File: config.mk
export PLATFORM = sky130hd
export DESIGN_NAME = restoring_divider
export DESIGN_NICKNAME = d
export VERILOG_FILES = /design/src/rtl/srdiv_pkg.sv /design/src/rtl/srdiv_sign_prep.sv /design/src/rtl/srdiv_restore_step.sv /design/src/rtl/srdiv_result_fix.sv /design/src/rtl/restoring_divider.sv
export SDC_FILE = /design/constraint.sdc
export NUM_CORES = 1
export LEC_CHECK = 0
export ABC_AREA = 0
export BUFFER_PORTS_ARGS = -buffer_cell sky130_fd_sc_hd__buf_4
export CORE_MARGIN = 2
export CORE_UTILIZATION = 50
export DETAILED_ROUTE_END_ITERATION = 7
export GPL_ROUTABILITY_DRIVEN = 0
export PLACE_DENSITY = 0.7
export SYNTH_ARGS = -nofsm -noshare
export SYNTH_HDL_FRONTEND = slang
export SYNTH_HIERARCHICAL = 1
export SYNTH_SLANG_ARGS = --single-unit
File: constraint.sdc
create_clock -name clk -period 3.5 [get_ports clk]
set_input_delay 0.35 -clock clk [delete_from_list [all_inputs] [get_ports clk]]
set_output_delay 0.35 -clock clk [all_outputs]
set_load 0.005 [all_outputs]
File: src/rtl/srdiv_pkg.sv
package srdiv_pkg;
  typedef enum logic [1:0] {
    ST_IDLE = 2'd0,
    ST_RUN  = 2'd1,
    ST_FIX  = 2'd2
  } srdiv_state_t;
endpackage

File: src/rtl/srdiv_sign_prep.sv
module srdiv_sign_prep #(
  parameter int W = 32
) (
  input  logic         signed_mode,
  input  logic [W-1:0] dvd,
  input  logic [W-1:0] dvs,
  output logic [W-1:0] dvd_mag,
  output logic [W-1:0] dvs_mag,
  output logic         neg_quo,
  output logic         neg_rem,
  output logic         dvs_zero
);
  logic dvd_neg;
  logic dvs_neg;

  always_comb begin
    dvd_neg  = signed_mode & dvd[W-1];
    dvs_neg  = signed_mode & dvs[W-1];
    dvd_mag  = dvd_neg ? -dvd : dvd;
    dvs_mag  = dvs_neg ? -dvs : dvs;
    neg_quo  = dvd_neg ^ dvs_neg;
    neg_rem  = dvd_neg;
    dvs_zero = (dvs == '0);
  end
endmodule

File: src/rtl/srdiv_restore_step.sv
module srdiv_restore_step #(
  parameter int W = 32
) (
  input  logic [2*W-1:0] rem_in,
  input  logic           spill_in,
  input  logic [W-1:0]   dvs,
  output logic [2*W-1:0] rem_out,
  output logic           spill_out
);
  localparam int TW = 2 * W;

  logic [W:0]   diff;
  logic         fits;
  logic [W-1:0] hi_kept;

  always_comb begin
    // borrow of a (W+1)-bit subtraction; a set spill bit means the
    // true upper value exceeds 2^W and the divisor always fits
    diff      = {1'b0, rem_in[TW-1:W]} - {1'b0, dvs};
    fits      = spill_in | ~diff[W];
    hi_kept   = fits ? diff[W-1:0] : rem_in[TW-1:W];
    rem_out   = {hi_kept[W-2:0], rem_in[W-1:0], fits};
    spill_out = hi_kept[W-1];
  end
endmodule

File: src/rtl/srdiv_result_fix.sv
module srdiv_result_fix #(
  parameter int W = 32
) (
  input  logic [2*W-1:0] rem_reg,
  input  logic           spill,
  input  logic           neg_quo,
  input  logic           neg_rem,
  input  logic           dvs_zero,
  output logic [W-1:0]   quo_out,
  output logic [W-1:0]   rem_out
);
  localparam int TW = 2 * W;

  logic [W-1:0] quo_mag;
  logic [W-1:0] rem_mag;

  always_comb begin
    quo_mag = rem_reg[W-1:0];
    // right correction shift of the upper half; spill refills the top
    rem_mag = {spill, rem_reg[TW-1:W+1]};
    if (dvs_zero)     quo_out = '1;
    else if (neg_quo) quo_out = -quo_mag;
    else              quo_out = quo_mag;
    rem_out = neg_rem ? -rem_mag : rem_mag;
  end
endmodule

File: src/rtl/restoring_divider.sv
module restoring_divider #(
  parameter int W = 32
) (
  input  logic         clk,
  input  logic         rst,
  input  logic         start,
  input  logic         signed_mode,
  input  logic [W-1:0] dividend,
  input  logic [W-1:0] divisor,
  output logic         busy,
  output logic         done,
  output logic [W-1:0] quotient,
  output logic [W-1:0] remainder
);
  import srdiv_pkg::*;

  localparam int TW = 2 * W;
  localparam int CW = (W > 2) ? $clog2(W) : 1;
  localparam logic [CW-1:0] LAST = CW'(W - 1);

  srdiv_state_t   state;
  logic [CW-1:0]  iter;
  logic [TW-1:0]  rem_q;
  logic           spill_q;
  logic [W-1:0]   dvs_q;
  logic           neg_quo_q;
  logic           neg_rem_q;
  logic           zero_q;

  logic [W-1:0]   dvd_mag;
  logic [W-1:0]   dvs_mag;
  logic           neg_quo_c;
  logic           neg_rem_c;
  logic           zero_c;
  logic [TW-1:0]  step_rem;
  logic           step_spill;
  logic [W-1:0]   fix_quo;
  logic [W-1:0]   fix_rem;

  srdiv_sign_prep #(.W(W)) u_prep (
    .signed_mode (signed_mode),
    .dvd         (dividend),
    .dvs         (divisor),
    .dvd_mag     (dvd_mag),
    .dvs_mag     (dvs_mag),
    .neg_quo     (neg_quo_c),
    .neg_rem     (neg_rem_c),
    .dvs_zero    (zero_c)
  );

  srdiv_restore_step #(.W(W)) u_step (
    .rem_in    (rem_q),
    .spill_in  (spill_q),
    .dvs       (dvs_q),
    .rem_out   (step_rem),
    .spill_out (step_spill)
  );

  srdiv_result_fix #(.W(W)) u_fix (
    .rem_reg  (rem_q),
    .spill    (spill_q),
    .neg_quo  (neg_quo_q),
    .neg_rem  (neg_rem_q),
    .dvs_zero (zero_q),
    .quo_out  (fix_quo),
    .rem_out  (fix_rem)
  );

  always_ff @(posedge clk) begin
    if (rst) begin
      state     <= ST_IDLE;
      iter      <= '0;
      rem_q     <= '0;
      spill_q   <= 1'b0;
      dvs_q     <= '0;
      neg_quo_q <= 1'b0;
      neg_rem_q <= 1'b0;
      zero_q    <= 1'b0;
      busy      <= 1'b0;
      done      <= 1'b0;
      quotient  <= '0;
      remainder <= '0;
    end else begin
      done <= 1'b0;
      case (state)
        ST_IDLE: begin
          if (start) begin
            rem_q     <= {{(W-1){1'b0}}, dvd_mag, 1'b0};
            spill_q   <= 1'b0;
            dvs_q     <= dvs_mag;
            neg_quo_q <= neg_quo_c;
            neg_rem_q <= neg_rem_c;
            zero_q    <= zero_c;
            iter      <= '0;
            busy      <= 1'b1;
            state     <= ST_RUN;
          end
        end
        ST_RUN: begin
          rem_q   <= step_rem;
          spill_q <= step_spill;
          iter    <= iter + CW'(1);
          if (iter == LAST) state <= ST_FIX;
        end
        ST_FIX: begin
          quotient  <= fix_quo;
          remainder <= fix_rem;
          done      <= 1'b1;
          busy      <= 1'b0;
          state     <= ST_IDLE;
        end
        default: state <= ST_IDLE;
      endcase
    end
  end
endmodule

# Word-level counts from Yosys, hierarchy flattened
# Index checks and enable logic that the tools add are counted.
dict set report word_totals {
  regBits 173
  in_bits 68
}
dict set report op_classes {
  addsub 6
  eq_ne 5
  muxes 18
  bitwise 5
  n_reduce_logical 8
}
# cell n
set ops {}
lappend ops {{32-bit 2-to-1 mux} 6}
lappend ops {{32-bit negation} 4}
lappend ops {{64-bit case mux with 2 select lines} 1}
lappend ops {{64-bit 2-to-1 mux} 1}
lappend ops {{32-bit by 32-bit subtractor with 33-bit output} 1}
lappend ops {{32-bit logical NOT} 1}
lappend ops {{5-bit case mux with 2 select lines} 1}
lappend ops {{2-bit AND reduction} 4}
lappend ops {{5-bit by 1-bit adder with 5-bit output (second input constant)} 1}
lappend ops {{5-bit == test (second input constant)} 1}
lappend ops {{5-bit 2-to-1 mux} 1}
lappend ops {{2-bit 2-to-1 mux} 2}
lappend ops {{2-bit inequality test (second input constant)} 2}
lappend ops {{1-bit case mux with 2 select lines} 2}
lappend ops {{2-bit case mux with 2 select lines} 1}
lappend ops {{2-bit nonzero test} 2}
lappend ops {{1-bit 2-to-1 mux} 3}
lappend ops {{1-bit bitwise AND} 2}
lappend ops {{2-bit by 1-bit == test with 1-bit output (second input constant)} 1}
lappend ops {{2-bit == test (second input constant)} 1}
lappend ops {{2-bit logical NOT} 1}
lappend ops {{1-bit inverter} 1}
lappend ops {{1-bit OR} 1}
lappend ops {{1-bit XOR} 1}

# Longest topological paths before layout
dict set report depth {
  ltp_word 5
  ltp_mapped 17
  depth_no_buf 14
}

# Hierarchy
# The synthesis kept the hierarchy.
# module n_inst cells_each area_each_um2 seq_area_each_um2
set by_module_without_submodules {}
lappend by_module_without_submodules {restoring_divider 1 661 6324.8 3463.3}
lappend by_module_without_submodules {srdiv_restore_step 1 368 2361.0 0.0}
lappend by_module_without_submodules {srdiv_result_fix 1 271 1790.5 0.0}
lappend by_module_without_submodules {srdiv_sign_prep 1 216 1423.9 0.0}

# Least setup slack after synthesis
# Ideal clock, no wire load.
dict set report synth_path {
  path_type {reg-to-reg}
  from {reg rem_q[32]}
  to {reg rem_q[59]}
  arrival_ns 2.850
  required_time_ns 3.368
  slack_ns 0.518
  path_stages_with_launch 15
  n_path_buf 0
  period_less_slack_ns 2.982
  path_cell_list {dfxtp_1 > inv_1 > ha_1 > fa_1 > nand2b_1 > a21oi_2 > o211ai_2 > o21bai_1 > a21boi_1 > or4_1 > o32ai_1 > xnor2_1 > o21ai_1 > nand2_1 > a21oi_1}
}
dict set report synth_via {
  elab_chain_len 5
}
# element line_no
set synth_lines {}
lappend synth_lines {{start: declaration} restoring_divider.sv:23} ;# logic [TW-1:0] rem_q;
lappend synth_lines {{start signal: assignment} restoring_divider.sv:88} ;# rem_q <= {{(W-1){1'b0}}, dvd_mag, 1'b0};
lappend synth_lines {{start signal: assignment} restoring_divider.sv:100} ;# rem_q <= step_rem;
lappend synth_lines {{32-bit by 32-bit subtractor with 33-bit output (*)} srdiv_restore_step.sv:19} ;# diff = {1'b0, rem_in[TW-1:W]} - {1'b0, dvs};
lappend synth_lines {{1-bit inverter} srdiv_restore_step.sv:20} ;# fits = spill_in | ~diff[W];
lappend synth_lines {{1-bit OR} srdiv_restore_step.sv:20}
lappend synth_lines {{32-bit 2-to-1 mux (*)} srdiv_restore_step.sv:21} ;# hi_kept = fits ? diff[W-1:0] : rem_in[TW-1:W];
lappend synth_lines {{net step_rem[59]} restoring_divider.sv:35} ;# logic [TW-1:0] step_rem;
lappend synth_lines {{64-bit case mux with 2 select lines (*)} restoring_divider.sv:85} ;# case (state)
# Mark *: on every way through the listed nets, which the timed path passes. The rest lies on a longest branch.
# A chain may end at the register's enable or synchronous reset.

# Final worst setup path
# Same ends and word-level chain as after synthesis.

==> metrics.cfg <==
[clocking]
clk_latency_ns=0.43
cts_sinks=173
hold_buffers=0
root_buffer=clkbuf_16
path_clk_slew_ns=0.07
htreeDepth=4
tritoncts=built
numCtsBuffers=17
clockBufferDepth=2

[setup_path]
r2r_start=rem_q[32]$_SDFFE_PP0P_
cp_cell_sequence=inv_1, ha_1, fa_1, nand2b_1, a21oi_2, o211ai_2, o21bai_2, a21boi_1, or4_1, o32ai_2, xnor2_1, o21ai_1, nand2_1, a21oi_1
crit_family=compound AO/OA/AOI/OAI gates
start_kind=flop
worst-setup-path-type=flop to flop
worstPathBufferInverterCount=1
crit_arrival_ns=3.65
cpPeakStageDelay_ns=0.60
cpMaxStageDelayCell=or4_1
ff2ff_setup_slack_ns=0.20
r2r_cells=14
cp_max_fo=3
end_kind=flop
reg2reg_to=rem_q[59]$_SDFFE_PP0P_
cp.required_ns=3.85

[sta]
final-setup-viol-count=0
period_minus_slack_ns=3.30
skew_ns=0.00809
tns_ns=0
finalHoldViolations=0
grt_setup_unrepaired=false
slew_viol_final=0
fmax_ghz=0.303
worst_pin_slew_ns=1.02
final.period_utilization_pct=94.3
slew_headroom_pct=32.2

[floorplan]
die_x_um=158
io_pins=134
coreArea_sq_um=23400
dieArea_sq_um=25100
start_util_pct=50.9
num_rows=56
die_y_um=158

[logic_synthesis]
ys_types=72
syn_inst=1516
synth_edf_count=0
ys.flop_type=dfxtp_1
async_flop_share_pct=0
ys_seq_area_share_pct=29.1
avgSynthCellArea_sq_um=7.85
ys_ff_latch=173
synth.net_count=1623
yosysWarnings=6
syn_area_sq_um=11900

[job]
cap_violations=0

[pwr]
power_density_nw_per_um2=832
irDropWorstVdd_v=0.000710
p_leak_nw=5.61

[route]
vias_per_cell=5.68
routed_wl_mm=30.3
drc_errors=0
routedWlPerCell_um=15.9
firstDrtPassIters=5
num_vias=10807
postRouteAntennaNets=0
drt_iter0_markers=973

[cells_and_area]
most-common-layout-cells=nand2_1 (254), dfxtp_1 (173), buf_4 (167)
multi_input_area_sq_um=7470
regArea_sq_um=3460
final_nets=1679
diodes=0
num-fill-cells=2209
mostFrequentLayoutCell=nand2_1
area_delta_synth_final_pct=12.9
drive_above_1_share_pct=17.0
fin_util_pct=57.4

[global_route]
grt_pass1_vias=9516
grt.total_usage_pct=24.1
grt_max_degree=72
grt_pass1_wl_mm=48.9
grt.overflow.total=0
antenna_found_initial=0

[outcome]
status=finished, final reports clean

[hold_path]
hp-class=input pin to flop
hold_path_depth=4
whs_endpoint=dvs_q[23]$_SDFFE_PP0P_
min_from=divisor[23]

[placed_design]
numPortBuffers=133
dp_hpwl_mm=22.4

layout make-up:
cell class / instances / area share [%]
sequential: 173 / 25.8
clock buffer: 17 / 3.17
clock inverter: 15 / 1.20
timing repair buffer: 169 / 9.63
inverter: 58 / 1.62
tap: 319 / 2.97
multi-input combinational: 1153 / 55.6
synthesized netlist by cell type (9+ instances only):
library cell / number / share of area, %
nand2_1: 254 / 8.0
dfxtp_1: 173 / 29
a21oi_1: 135 / 5.7
nor2_1: 100 / 3.2
xnor2_1: 76 / 5.6
a22o_1: 65 / 4.8
inv_1: 57 / 1.8
nand3_1: 51 / 2.1
xor2_1: 51 / 3.8
buf_4: 47 / 3.0
o21ai_0: 45 / 1.9
buf_2: 39 / 1.6
ha_1: 38 / 4.0
a311oi_2: 32 / 4.0
clkbuf_1: 32 / 1.0
o21ai_1: 31 / 1.3
o31ai_1: 31 / 2.0
nor3_1: 24 / 1.0
nor2b_1: 21 / 1.1
nor4_1: 18 / 0.95
mux2i_1: 16 / 1.3
o41ai_1: 16 / 1.2
nand2b_1: 14 / 0.74
or3_1: 14 / 0.74
or4_1: 13 / 0.82
buf_6: 10 / 0.95
a21o_1: 9 / 0.57
and2_1: 9 / 0.47
nand4_1: 9 / 0.47
flip-flops by register name, summed over array words and instances, names as in the netlist:
register	flops
neg_rem_q	1
dvs_q	32
rem_q	64
spill_q	1
iter	5
neg_quo_q	1
state	2
busy	1
remainder	32
done	1
zero_q	1
quotient	32
worst register-to-register path: stages (launching register included):
cell,delay [ns]
dfxtp_1,0.35
inv_1,0.05
ha_1,0.20
fa_1,0.41
nand2b_1,0.19
a21oi_2,0.21
o211ai_2,0.14
o21bai_2,0.17
a21boi_1,0.12
or4_1,0.60
o32ai_2,0.32
xnor2_1,0.11
o21ai_1,0.14
nand2_1,0.07
a21oi_1,0.16
worst max path at each step:
stage	from	end	slack, ns	cells past startpoint
CTS	rem_q[32]$_SDFFE_PP0P_	rem_q[59]$_SDFFE_PP0P_	0.15	14
detailed placement	rem_q[32]$_SDFFE_PP0P_	rem_q[59]$_SDFFE_PP0P_	0.21	14
floorplan	rem_q[32]$_SDFFE_PP0P_	rem_q[59]$_SDFFE_PP0P_	0.52	14
global route	rem_q[32]$_SDFFE_PP0P_	rem_q[59]$_SDFFE_PP0P_	0.02	14
finish	rem_q[32]$_SDFFE_PP0P_	rem_q[59]$_SDFFE_PP0P_	0.20	14
global placement	rem_q[32]$_SDFFE_PP0P_	rem_q[59]$_SDFFE_PP0P_	0.28	14
layer usage:
metal  GRT usage (%)  share of wire (%)  vias up
met3            3.73                7.2       18
met2            33.9                 40      379
li1                -                  -     5458
met4            4.55               0.72        0
met5               0                  0        -
met1            38.5                 52     4952
per-stage QoR:
stage          hold WS (ns)  worst slack [ns]  area (sq um)  power, mW  std cells
6_report              0.214             0.200         13400       11.2       1904
5_1_grt               0.220            0.0155         13400       12.0       1904
4_1_cts               0.197             0.148         13400       11.0       1903
3_5_place_dp          0.448             0.215         12800       9.08       1871
3_3_place_gp          0.444             0.284         12800       8.98       1871
2_1_floorplan         0.436             0.518         11900       7.88       1516
logic make-up after synthesis:
family                   Yosys count  synth area share [%]
AO/OA/AOI/OAI                    406                  24.7
XOR/XNOR                         127                  9.35
adder cells (fa/ha/maj)           39                  4.16
buffers and inverters            190                  8.52
flip-flops                       173                  29.1
multiplexers                      18                  1.54
AND/OR/NAND/NOR                  563                  22.6
where the power goes:
group | total [mW] | internal (mW) | switching, mW
sequential | 2.47 | 2.18 | 0.296
clock | 1.91 | 1.07 | 0.848
combinational | 6.78 | 2.80 | 3.98
timing repair:
action	CTS	global route
resized for setup	0	2
buffers inserted	0	1
endpoints found under the setup margin	0	1
hold endpoints to repair	0	0
No activity file was read; power rests on OpenSTA's default activity.
